===== src/rtl/pwm_window_dac_pkg.sv =====
package pwm_window_dac_pkg;
  localparam int unsigned CODE_W_DEF   = 10;
  localparam int unsigned FLOOR_HI_DEF = 155;
  localparam int unsigned SPAN_HI_DEF  = 776;
endpackage


===== src/rtl/pwm_period_counter.sv =====
module pwm_period_counter #(
  parameter int unsigned CODE_W = 10
) (
  input  logic              clk,
  input  logic              rst,
  output logic [CODE_W-1:0] cnt_o,
  output logic [CODE_W-1:0] cnt_next_o,
  output logic              wrap_o
);
  localparam logic [CODE_W-1:0] LAST = {CODE_W{1'b1}};

  logic [CODE_W-1:0] cnt_q;

  assign cnt_next_o = rst ? '0 : cnt_q + 1'b1;
  assign wrap_o     = (cnt_q == LAST);
  assign cnt_o      = cnt_q;

  always_ff @(posedge clk) begin
    cnt_q <= cnt_next_o;
  end

  assert_wrap_R1: assert property (@(posedge clk) disable iff (rst)
    wrap_o |=> (cnt_q == '0));
  assert_step_R1: assert property (@(posedge clk) disable iff (rst)
    !wrap_o |=> (cnt_q == CODE_W'($past(cnt_q) + 1'b1)));
  assert_reset_cnt_R7: assert property (@(posedge clk)
    rst |=> (cnt_q == '0));
endmodule


===== src/rtl/pwm_code_scaler.sv =====
module pwm_code_scaler #(
  parameter int unsigned CODE_W  = 10,
  parameter int unsigned FLOOR_HI = 155,
  parameter int unsigned SPAN_HI  = 776
) (
  input  logic [CODE_W-1:0] code_i,
  output logic [CODE_W:0]   high_o
);
  localparam int unsigned PROD_W = CODE_W + $clog2(SPAN_HI + 1);
  localparam int unsigned HI_W   = CODE_W + 1;

  logic [PROD_W-1:0] prod;
  logic [PROD_W-1:0] scaled;

  always_comb begin
    prod   = PROD_W'(code_i) * PROD_W'(SPAN_HI);
    scaled = prod >> CODE_W;
    high_o = HI_W'(FLOOR_HI) + HI_W'(scaled);
  end
endmodule


===== src/rtl/pwm_bit_register.sv =====
module pwm_bit_register #(
  parameter int unsigned CODE_W  = 10,
  parameter logic        RST_BIT = 1'b1
) (
  input  logic              clk,
  input  logic              rst,
  input  logic [CODE_W-1:0] cnt_next_i,
  input  logic [CODE_W:0]   high_next_i,
  output logic              pwm_o
);
  always_ff @(posedge clk) begin
    if (rst) pwm_o <= RST_BIT;
    else     pwm_o <= ({1'b0, cnt_next_i} < high_next_i);
  end
endmodule


===== src/rtl/pwm_window_dac.sv =====
module pwm_window_dac
  import pwm_window_dac_pkg::*;
#(
  parameter int unsigned CODE_W   = CODE_W_DEF,
  parameter int unsigned FLOOR_HI = FLOOR_HI_DEF,
  parameter int unsigned SPAN_HI  = SPAN_HI_DEF
) (
  input  logic              clk,
  input  logic              rst,
  input  logic [CODE_W-1:0] smp_code,
  input  logic              smp_valid,
  output logic              smp_ready,
  output logic              pwm_out
);
  localparam int unsigned HI_W     = CODE_W + 1;
  localparam int unsigned MID_CODE = 1 << (CODE_W - 1);
  localparam int unsigned MID_HIGH = FLOOR_HI + ((MID_CODE * SPAN_HI) >> CODE_W);
  localparam int unsigned HI_LIMIT = FLOOR_HI + SPAN_HI;

  logic [CODE_W-1:0] cnt_q, cnt_next;
  logic              wrap;
  logic              take;
  logic [CODE_W-1:0] code_q, code_sel;
  logic [HI_W-1:0]   high_q, high_calc, high_next;

  pwm_period_counter #(.CODE_W(CODE_W)) u_cnt (
    .clk        (clk),
    .rst        (rst),
    .cnt_o      (cnt_q),
    .cnt_next_o (cnt_next),
    .wrap_o     (wrap)
  );

  assign smp_ready = wrap;
  assign take      = smp_valid & wrap;
  assign code_sel  = take ? smp_code : code_q;

  pwm_code_scaler #(
    .CODE_W   (CODE_W),
    .FLOOR_HI (FLOOR_HI),
    .SPAN_HI  (SPAN_HI)
  ) u_scale (
    .code_i (code_sel),
    .high_o (high_calc)
  );

  always_comb begin
    if (rst)       high_next = HI_W'(MID_HIGH);
    else if (wrap) high_next = high_calc;
    else           high_next = high_q;
  end

  always_ff @(posedge clk) begin
    if (rst) begin
      code_q <= CODE_W'(MID_CODE);
    end else if (wrap) begin
      code_q <= code_sel;
    end
    high_q <= high_next;
  end

  pwm_bit_register #(
    .CODE_W  (CODE_W),
    .RST_BIT (MID_HIGH > 0)
  ) u_out (
    .clk         (clk),
    .rst         (rst),
    .cnt_next_i  (cnt_next),
    .high_next_i (high_next),
    .pwm_o       (pwm_out)
  );

  assert_ready_pulse_R1: assert property (@(posedge clk) disable iff (rst)
    smp_ready |=> !smp_ready);
  assert_pwm_compare_R2: assert property (@(posedge clk) disable iff (rst)
    pwm_out == ({1'b0, cnt_q} < high_q));
  assert_high_window_R4: assert property (@(posedge clk) disable iff (rst)
    (high_q >= HI_W'(FLOOR_HI)) && (high_q < HI_W'(HI_LIMIT)));
  assert_code_hold_R5: assert property (@(posedge clk) disable iff (rst)
    !smp_ready |=> $stable(code_q));
  assert_reset_mid_R7: assert property (@(posedge clk)
    rst |=> (code_q == CODE_W'(MID_CODE)));
  assert_high_stable_R8: assert property (@(posedge clk) disable iff (rst)
    !wrap |=> $stable(high_q));
endmodule


===== config.mk =====
export PLATFORM = sky130hd
export DESIGN_NAME = pwm_window_dac
export DESIGN_NICKNAME = d
export VERILOG_FILES = /design/src/rtl/pwm_window_dac_pkg.sv /design/src/rtl/pwm_period_counter.sv /design/src/rtl/pwm_code_scaler.sv /design/src/rtl/pwm_bit_register.sv /design/src/rtl/pwm_window_dac.sv
export SDC_FILE = /design/constraint.sdc
export NUM_CORES = 1
export LEC_CHECK = 0
export ABC_AREA = 1
export BUFFER_PORTS_ARGS = -buffer_cell sky130_fd_sc_hd__buf_2
export CORE_MARGIN = 2
export CORE_UTILIZATION = 43
export CTS_CLUSTER_DIAMETER = 120
export DETAILED_ROUTE_END_ITERATION = 10
export HOLD_SLACK_MARGIN = 0.15
export PLACE_DENSITY = 0.62
export SLEW_MARGIN = 20
export SYNTH_ARGS = -nofsm -noshare
export SYNTH_HDL_FRONTEND = slang
export SYNTH_SLANG_ARGS = --single-unit

===== constraint.sdc =====
create_clock -name clk -period 9.5 [get_ports clk]
set_clock_uncertainty 0.2 [all_clocks]
set_input_delay 0.475 -clock clk [delete_from_list [all_inputs] [get_ports clk]]
set_output_delay 0.475 -clock clk [all_outputs]
set_load 0.05 [all_outputs]

==> impl_metrics.csv, run 1 <==
group,metric,value,unit
worst_setup_path,max_stage_delay,470,ps
routing,vias_per_cell,5.04,
worst_setup_path,path_max_fanout,13,
clock_tree,cts.sinks,32,
routing,antenna_left,0,
logic_synthesis,ys_warn_count,0,
timing,fin_crit_sh,60.7,%
layout,seqCellArea,641,um^2
floorplanning,io_pins,15,
global_route,grt-ovfl-total,0,
layout,finalInstanceArea,0.00291,mm^2
clock_tree,postCtsHoldBufs,0,
logic_synthesis,ys_ff_latch,32,
power,peakVddDrop,0.0626,mV
timing,finalSetupTns,0,ps
power,powerDensity,93.7,mW/mm^2
logic_synthesis,synth_area,0.00266,mm^2
timing,slew_violations,0,
logic_synthesis,netlist_instances,339,
layout,final_nets,425,
layout,fin_util,48.9,%
floorplanning,rows,28,
floorplanning,core,0.00596,mm^2
worst_setup_path,critPathRequiredTime,9530,ps
global_route,grt_max_degree,19,
layout,final_cell_mix,"59 x nand2_1, 55 x ha_1, 42 x inv_1",
routing,finalWirelength,5440,um
placed_design,pre_cts_ws,3780,ps
floorplanning,die_area,0.00683,mm^2
global_route,grt_pass1_vias,2182,
timing,tightest_slew,479,ps
logic_synthesis,syn_nets,409,
timing,setup-violations-final,0,
placed_design,numPortBuffers,14,
logic_synthesis,synthArstFlopShare,0,%
clock_tree,insertion_delay,290,ps
floorplanning,die_x,82.7,um
clock_tree,cts_tree,"built",
global_route,track_usage,18.3,%
outcome,outcome,"complete, no violations",
worst_setup_path,end_kind,"register",
global_route,grt_pass1_wl,9520,um
logic_synthesis,ys_types,37,
logic_synthesis,yosys.area.top_type,"ha_1",
timing,fmax,173,MHz
power,power.leakage,1.63,nW
worst_setup_path,worstPathArrival,5800,ps
clock_tree,root_buffer,"clkbuf_8",
logic_synthesis,synth_area_leaders,"ha_1 26%, dfxtp_1 24%, nand2_1 8.3%",
placed_design,place_congestion,0.862,
layout,multi_input_area,0.00183,mm^2
logic_synthesis,yosys.area.top_type_share,25.9,%
clock_tree,h-tree-depth,2,
placed_design,dp_hpwl,4440,um
routing,wl_per_cell,12.6,um
routing,vias,2173,
hold_path,hold_path.class,"input port to register",
layout,nFillCells,620,
routing,dr.pass1.iters,4,
layout,layout-drive-gt1-share,14.6,%
global_route,antenna_found_initial,0,
clock_tree,clk_path_buf_depth,2,
clock_tree,numCtsBuffers,5,
clock_tree,post_cts_buffers,0,
worst_setup_path,slowest_stage,"fa_1",
timing,rsz0062_at_grt,"false",
logic_synthesis,ys_seq_area_share,24.1,%
worst_setup_path,start_kind,"register",
logic_synthesis,synth_top_flop_cell,"dfxtp_1",
layout,syn_to_final_growth,9.45,%
floorplanning,initial_utilization,44.7,%
routing,drcViolationCount,0,
clock_tree,clk_pin_slew_worst_paths,70,ps
layout,n_antenna_cell,0,
job,drv_cap,0,
worst_setup_path,crit_top_cell,"nand2_1",
logic_synthesis,postSynthAreaPerCell,7.85,um^2
placed_design,placed_cell_area,0.00281,mm^2
timing,setup_slack,3730,ps
clock_tree,ctsResizeCount,0,
floorplanning,die_y,82.7,um
routing,first_iter_violations,56,
timing,relSlewSlack,68.0,%
logic_synthesis,synth_edf_count,0,
timing,min_period,5770,ps
timing,hold_violations,0,
worst_setup_path,criticalPathCategory,"register to register",
layout,final_common_cell,"nand2_1",
==> registers in the layout, indices dropped and copies added, names as in the netlist <==
register and flops:
u_cnt.cnt_o 10, code_q 10, high_q 11, u_out.pwm_o 1
==> routing by layer <==
layer	GRT usage [%]	up-vias	part of all wire, %
li1	-	1163	-
met1	23.3	989	52
met2	31.5	13	46
met3	2.28	8	1.2
met4	6.39	0	1.7
met5	0	-	0
==> critical path: cells and delay by family (launching register included) <==
kind | cells | cell delay [ps]
xor+xnor | 1 | 400
compound gates | 4 | 730
flops | 1 | 380
fa+ha+maj | 7 | 2260
simple gates | 19 | 1550
buf+inv | 1 | 190
==> power by group <==
part | switching, mW | leakage (nW) | internal, mW
clock network | 0.0511 | 0.0552 | 0.0778
logic | 0.00513 | 1.32 | 0.00303
registers | 0.000766 | 0.259 | 0.135
==> synth_stat cells (2+ instances only) <==
| master | n |
|---|---|
| nand3b_1 | 3 |
| fa_1 | 2 |
| nand2_2 | 10 |
| clkbuf_1 | 4 |
| nand3_1 | 20 |
| a21o_1 | 2 |
| nand3b_2 | 2 |
| inv_1 | 42 |
| o21ai_0 | 18 |
| nor2_1 | 24 |
| nand4_2 | 2 |
| xor2_1 | 5 |
| o211ai_1 | 2 |
| a21oi_1 | 24 |
| xnor2_1 | 3 |
| nand2_1 | 59 |
| nand3_2 | 3 |
| ha_1 | 55 |
| dfxtp_1 | 32 |
| o21a_1 | 3 |
| or2_2 | 4 |
| inv_2 | 2 |
| nand2_4 | 2 |
| nor2_4 | 3 |
==> path summary, 6_finish.rpt <==
path                   from             end  slack, ps  cells past startpoint
min             smp_code[9]       code_q[9]        240                      3
min reg2reg  u_cnt.cnt_o[0]  u_cnt.cnt_o[0]        250                      1
max          u_cnt.cnt_o[0]     u_out.pwm_o       3730                     32
max reg2reg  u_cnt.cnt_o[0]     u_out.pwm_o       3730                     32
==> through the flow <==
stage | std cells | total power [mW] | hold slack, ps
2_1_floorplan | 339 | 0.143 | 211
3_3_place_gp | 423 | 0.147 | 227
3_5_place_dp | 423 | 0.147 | 240
4_1_cts | 431 | 0.275 | 237
5_1_grt | 431 | 0.282 | 292
6_report | 431 | 0.273 | 237
==> logic make-up (layout without fill, tap and decap cells) <==
group	after synthesis	in the layout	synth area share, %
AO/OA/AOI/OAI	55	55	11.6
buffers and inverters	50	67	7.10
adder cells (fa/ha/maj)	57	57	27.4
AND/OR/NAND/NOR	137	137	27.3
XOR/XNOR	8	8	2.63
flip-flops	32	32	24.1
==> final cells by class <==
cell class | instances | share of cell area [%]
Multi-Input combinational cell | 257 | 62.9
Sequential cell | 32 | 22.0
Inverter | 45 | 5.80
Tap cell | 75 | 3.22
Clock buffer | 6 | 2.49
Timing Repair Buffer | 14 | 2.41
Clock inverter | 2 | 1.20
Note: power is estimated with default switching activity, not from simulation.
==> run 2: changes to the inputs <==
Clock period 9.5 ns to 5.45 ns, I/O delays scaled along.
==> impl_metrics.csv, run 2 (same netlist as run 1, synthesis figures left out) <==
group,metric,value,unit
timing,tightest_slew,543,ps
layout,n_antenna_cell,0,
routing,first_iter_violations,99,
global_route,track_usage,17.9,%
timing,hold_ws,134,ps
power,power.internal,380,uW
routing,dr.pass1.iters,4,
routing,wl_per_cell,12.7,um
timing,slew_violations,0,
worst_setup_path,end_kind,"register",
floorplanning,die_area,0.00683,mm^2
global_route,grt-ovfl-total,0,
worst_setup_path,max_stage_delay,550,ps
floorplanning,rows,28,
worst_setup_path,start_kind,"register",
routing,finalWirelength,5840,um
timing,min_period,5190,ps
layout,regMostFlops,"high_q",
routing,vias,2288,
clock_tree,numCtsBuffers,5,
global_route,antenna_found_initial,0,
global_route,grt_pass1_wl,9230,um
worst_setup_path,worstPathArrival,5210,ps
placed_design,place_congestion,0.837,
layout,final_cell_mix,"54 x nand2_1, 46 x ha_1, 39 x inv_1",
placed_design,numPortBuffers,14,
worst_setup_path,slowest_stage,"fa_1",
clock_tree,insertion_delay,280,ps
worst_setup_path,crit_top_cell,"nand2_1",
global_route,grt_pass1_vias,2058,
floorplanning,io_pins,15,
power,peakVddDrop,0.107,mV
layout,final_common_cell,"nand2_1",
timing,setup-violations-final,0,
power,p_sw,98.6,uW
power,seqPwrFrac,49.7,%
power,p_comb_share,3.9,%
timing,finalSetupTns,0,ps
layout,syn_to_final_growth,25.9,%
floorplanning,die_y,82.7,um
power,clockPowerShare,46.4,%
power,power.leakage,1.77,nW
power,powerDensity,143,mW/mm^2
outcome,outcome,"complete, no violations",
clock_tree,clk_pin_slew_worst_paths,70,ps
routing,drcViolationCount,0,
layout,fin_cells,460,
worst_setup_path,critPathRequiredTime,5470,ps
clock_tree,h-tree-depth,2,
hold_path,hold_path.class,"input port to register",
timing,fin_crit_sh,95.2,%
clock_tree,clk_path_buf_depth,2,
floorplanning,die_x,82.7,um
timing,fmax,193,MHz
placed_design,dp_hpwl,4440,um
clock_tree,cts.sinks,32,
timing,hold_violations,0,
placed_design,dp_cells,435,
floorplanning,initial_utilization,44.7,%
routing,antenna_left,0,
floorplanning,core,0.00596,mm^2
layout,largest_register_ffs,11,
global_route,grt_max_degree,19,
timing,relSlewSlack,63.8,%
power,report.power.total,479,uW
worst_setup_path,path_max_fanout,6,
layout,layout-drive-gt1-share,30.1,%
clock_tree,root_buffer,"clkbuf_8",
clock_tree,cts_tree,"built",
worst_setup_path,criticalPathCategory,"register to register",
layout,final_nets,454,
job,drv_cap,0,
power,switching_share,20.6,%
routing,vias_per_cell,4.97,
## run 2: cell types whose count changed in the layout (fill, tap and decap cells not counted), sizes merged
| cell | change |
|---|---|
| dlygate4sd3 | +5 |
| inv | -1 |
| clkinv | +2 |
| buf | +23 |
## run 2: worst paths after layout
check | from | to | slack [ps] | depth (start not counted)
setup reg to reg | u_cnt.cnt_o[0] | u_out.pwm_o | 260 | 32
setup / recovery | u_cnt.cnt_o[0] | u_out.pwm_o | 260 | 32
hold reg to reg | high_q[3] | high_q[3] | 270 | 2
hold / removal | smp_code[7] | code_q[7] | 130 | 4
## run 2: critical path: cells and delay by family, from the launching register on
kind	cells	cell delay [ps]
xor gates and xnor gates	1	160
adders and majority gates	7	2010
DFF	1	360
AOI/OAI and AO/OA	6	780
and+or+nand+nor	15	1390
buffers and inverters	3	250
## run 2: power by group through the flow
stage	Sequential (mW)	Clock, mW	Combinational, mW
6_report	0.238	0.222	0.0186
5_1_grt	0.238	0.238	0.0207
4_1_cts	0.237	0.226	0.0170
3_5_place_dp	0.242	0	0.0153
3_3_place_gp	0.242	0	0.0152
2_1_floorplan	0.242	0	0.00733
## run 2: stage by stage
stage	utilization [%]	instance area, um^2	setup slack (ps)
5_1_grt	56.2	3350	-54.0
3_3_place_gp	48.6	2900	53.0
2_1_floorplan	-	2660	113
6_report	56.2	3350	260
4_1_cts	51.6	3070	27.3
3_5_place_dp	48.6	2900	-41.4
## run 2: timing repair
| item | 4_1_cts | 5_1_grt |
|---|---|---|
| hold buffers | 4 | 1 |
| endpoints found under the hold margin | 3 | 1 |
| pin swaps | 1 | 12 |
| setup endpoints to repair | 1 | 1 |
| gates cloned | 0 | 1 |
| gates resized for setup | 3 | 51 |
| setup buffers | 2 | 9 |
## run 2: layout make-up
type / instances / area (um^2)
fill: 556 / 2610
tap: 75 / 93.8
timing repair buffer: 42 / 293
multi-input combinational: 257 / 2030
clock inverter: 2 / 35.0
timing repair inverter: 1 / 5.00
sequential: 32 / 643
inverter: 45 / 174
clock buffer: 6 / 72.6
## run 2: routing by layer
| metal | vias to the layer above | wire length (um) | track usage (%) | part of all wire [%] |
|---|---|---|---|---|
| li1 | 1216 | - | - | - |
| met1 | 1043 | 2780 | 23.5 | 48 |
| met2 | 23 | 2830 | 30.2 | 48 |
| met3 | 6 | 153 | 2.61 | 2.6 |
| met4 | 0 | 77 | 5.41 | 1.3 |
| met5 | - | 0 | 0 | 0 |
==> run 3: changes to the inputs <==
Settings changed: ABC_AREA 1 to unset, CORE_UTILIZATION 43 to 55, PLACE_DENSITY 0.62 to 0.75, SKIP_LAST_GASP set to 1.
==> impl_metrics.csv, run 3 <==
group,metric,value,unit
outcome,outcome,"complete, but fails checks",
outcome,violations,"setup timing",
floorplanning,initial_utilization,56.2,%
floorplanning,io_pins,15,
layout,regMostFlops,"high_q",
floorplanning,core,0.00501,mm^2
worst_setup_path,crit_start,"u_cnt.cnt_o[1]",
clock_tree,insertion_delay,290,ps
clock_tree,cts_tree,"built",
routing,first_iter_violations,64,
placed_design,pre_cts_ws,-692,ps
worst_setup_path,end_kind,"register",
routing,vias,2464,
job,drv_cap,0,
power,power.leakage,1.80,nW
logic_synthesis,postSynthAreaPerCell,9.18,um^2
global_route,grt.met1_usage,28.0,%
worst_setup_path,crit-reg2reg-launch,"u_cnt.cnt_o[1]",
logic_synthesis,ys_ff_latch,32,
layout,final_cell_mix,"58 x buf_4, 42 x ha_1, 30 x dfxtp_1",
hold_path,worstHoldStart,"smp_code[1]",
logic_synthesis,ys_warn_count,0,
logic_synthesis,synthArstFlopShare,0,%
timing,tightest_slew,669,ps
layout,fin_cells,450,
layout,syn_to_final_growth,32.9,%
worst_setup_path,critPathRequiredTime,5470,ps
floorplanning,die_y,75.6,um
power,peakVddDrop,0.143,mV
floorplanning,rows,26,
timing,fin_crit_sh,111,%
placed_design,place_congestion,0.902,
timing,hold_violations,0,
floorplanning,die_area,0.00571,mm^2
placed_design,dp_hpwl,5200,um
global_route,antenna_found_initial,0,
logic_synthesis,synth.most_common_cell,"ha_1",
worst_setup_path,start_kind,"register",
timing,setup-violations-final,1,
routing,dr.pass1.iters,4,
clock_tree,clk_path_buf_depth,2,
routing,antenna_left,0,
clock_tree,cts.sinks,32,
logic_synthesis,synth_area_leaders,"ha_1 24%, dfxtp_1 23%, xor2_1 4.0%",
timing,slew_violations,0,
clock_tree,numCtsBuffers,5,
global_route,grt-ovfl-total,0,
hold_path,hold_path.class,"input port to register",
power,clockPowerShare,46.3,%
global_route,grt_pass1_wl,10400,um
timing,min_period,6050,ps
worst_setup_path,worstPathArrival,6070,ps
worst_setup_path,criticalPathCategory,"register to register",
power,power.internal,381,uW
logic_synthesis,synth_area,0.00282,mm^2
timing,relSlewSlack,55.4,%
clock_tree,h-tree-depth,2,
logic_synthesis,ys_seq_area_share,22.7,%
routing,finalWirelength,6530,um
floorplanning,die_x,75.6,um
layout,largest_register_ffs,11,
clock_tree,clk_pin_slew_worst_paths,70,ps
power,seqPwrFrac,49.6,%
clock_tree,postCtsHoldBufs,0,
logic_synthesis,ys_types,54,
clock_tree,root_buffer,"clkbuf_8",
worst_setup_path,worst_r2r_path_depth,24,
layout,n_antenna_cell,0,
logic_synthesis,synthTopCellsByCount,"55 x ha_1, 32 x dfxtp_1, 23 x nor2_1",
global_route,track_usage,24.3,%
global_route,grtUsageMet3,3.57,%
worst_setup_path,path_max_fanout,7,
global_route,grt_pass1_vias,2405,
hold_path,worst_hold_path.num_cells,3,
placed_design,dp_cells,438,
layout,final_common_cell,"buf_4",
placed_design,numPortBuffers,14,
routing,vias_per_cell,5.48,
logic_synthesis,yosys.area.top_type,"ha_1",
power,switching_share,20.6,%
global_route,use_met2,44.1,%
logic_synthesis,syn_nets,377,
routing,drcViolationCount,0,
logic_synthesis,synth_edf_count,0,
routing,wl_per_cell,14.5,um
timing,rsz0062_at_grt,"true",
logic_synthesis,synth_top_flop_cell,"dfxtp_1",
power,powerDensity,128,mW/mm^2
layout,final_nets,449,
layout,layout-drive-gt1-share,34.5,%
timing,setup_slack,-599,ps
logic_synthesis,yosys.area.top_type_share,24.4,%
power,p_comb_share,4.0,%
logic_synthesis,netlist_instances,307,
power,p_sw,98.9,uW
global_route,top_usage_layer,"met2",
global_route,grt_max_degree,40,
timing,fmax,165,MHz
run 3: cell count changes after synthesis, moves of 10 or more:
cell     before  now
inv_1        42   10
mux2_2        0   10
nand2_1      59   16
nand2_2      10    0
nand3_1      20    9
nor2b_1       0   13
run 3: what timing repair did:
action	4_1_cts	5_1_grt
endpoints found under the setup margin	2	2
resized for setup	15	0
pin swaps	17	0
setup buffers	4	0
run 3: worst paths after layout:
path / end / slack (ps)
max: u_out.pwm_o / -600
min: code_q[1] / 170
min reg2reg: high_q[4] / 260
max reg2reg: u_out.pwm_o / -600
run 3: power by group through the flow:
stage | logic (mW) | clock network (mW) | registers [mW]
6_report | 0.0193 | 0.222 | 0.238
5_1_grt | 0.0217 | 0.236 | 0.238
4_1_cts | 0.0194 | 0.227 | 0.238
3_5_place_dp | 0.0193 | 0 | 0.243
3_3_place_gp | 0.0185 | 0 | 0.243
2_1_floorplan | 0.00867 | 0 | 0.243
run 3: final cells by class:
cell class	count	area, um^2
Clock buffer	6	72.6
Timing Repair Buffer	75	539
Sequential cell	32	643
Inverter	10	37.5
Clock inverter	2	35.0
Multi-Input combinational cell	255	2330
Tap cell	70	87.6
Fill cell	353	1270
run 3: metrics by stage:
step | setup TNS (ps) | hold slack (ps) | total power, mW | utilization [%] | cell area [um^2]
2_1_floorplan | -626 | 226 | 0.252 | - | 3020
3_3_place_gp | -575 | 244 | 0.262 | 70.3 | 3520
3_5_place_dp | -692 | 251 | 0.263 | 70.3 | 3520
4_1_cts | -539 | 162 | 0.484 | 74.7 | 3740
5_1_grt | -939 | 189 | 0.495 | 74.7 | 3740
6_report | -599 | 170 | 0.480 | 74.7 | 3740
run 3: routing by layer:
metal,share of wire (%),up-vias
li1,-,1261
met1,44,1165
met2,51,22
met3,1.3,16
met4,3.2,0
met5,0,-
run 3: worst max-delay path: stages (launching register included):
cell,delay [ps]
dfxtp_2,350
ha_4,130
nand4_1,100
or4_4,520
mux2_4,360
buf_6,130
ha_4,230
ha_4,270
ha_4,190
fa_2,610
ha_4,230
or2_4,220
o31a_1,150
xnor2_2,160
nand4_1,160
o21ai_2,210
xnor2_1,150
nor2_1,80
or3_1,390
ha_1,290
nor2b_1,140
o21ai_1,110
nand2b_1,80
a2111oi_2,360
nand4bb_1,180
run 3: kinds of logic after synthesis:
family / synth area share, %
compound gates: 13.2
fa+ha+maj: 25.8
mux: 6.66
xor+xnor: 6.53
simple gates: 22.0
buf+inv: 2.98
flops: 22.7
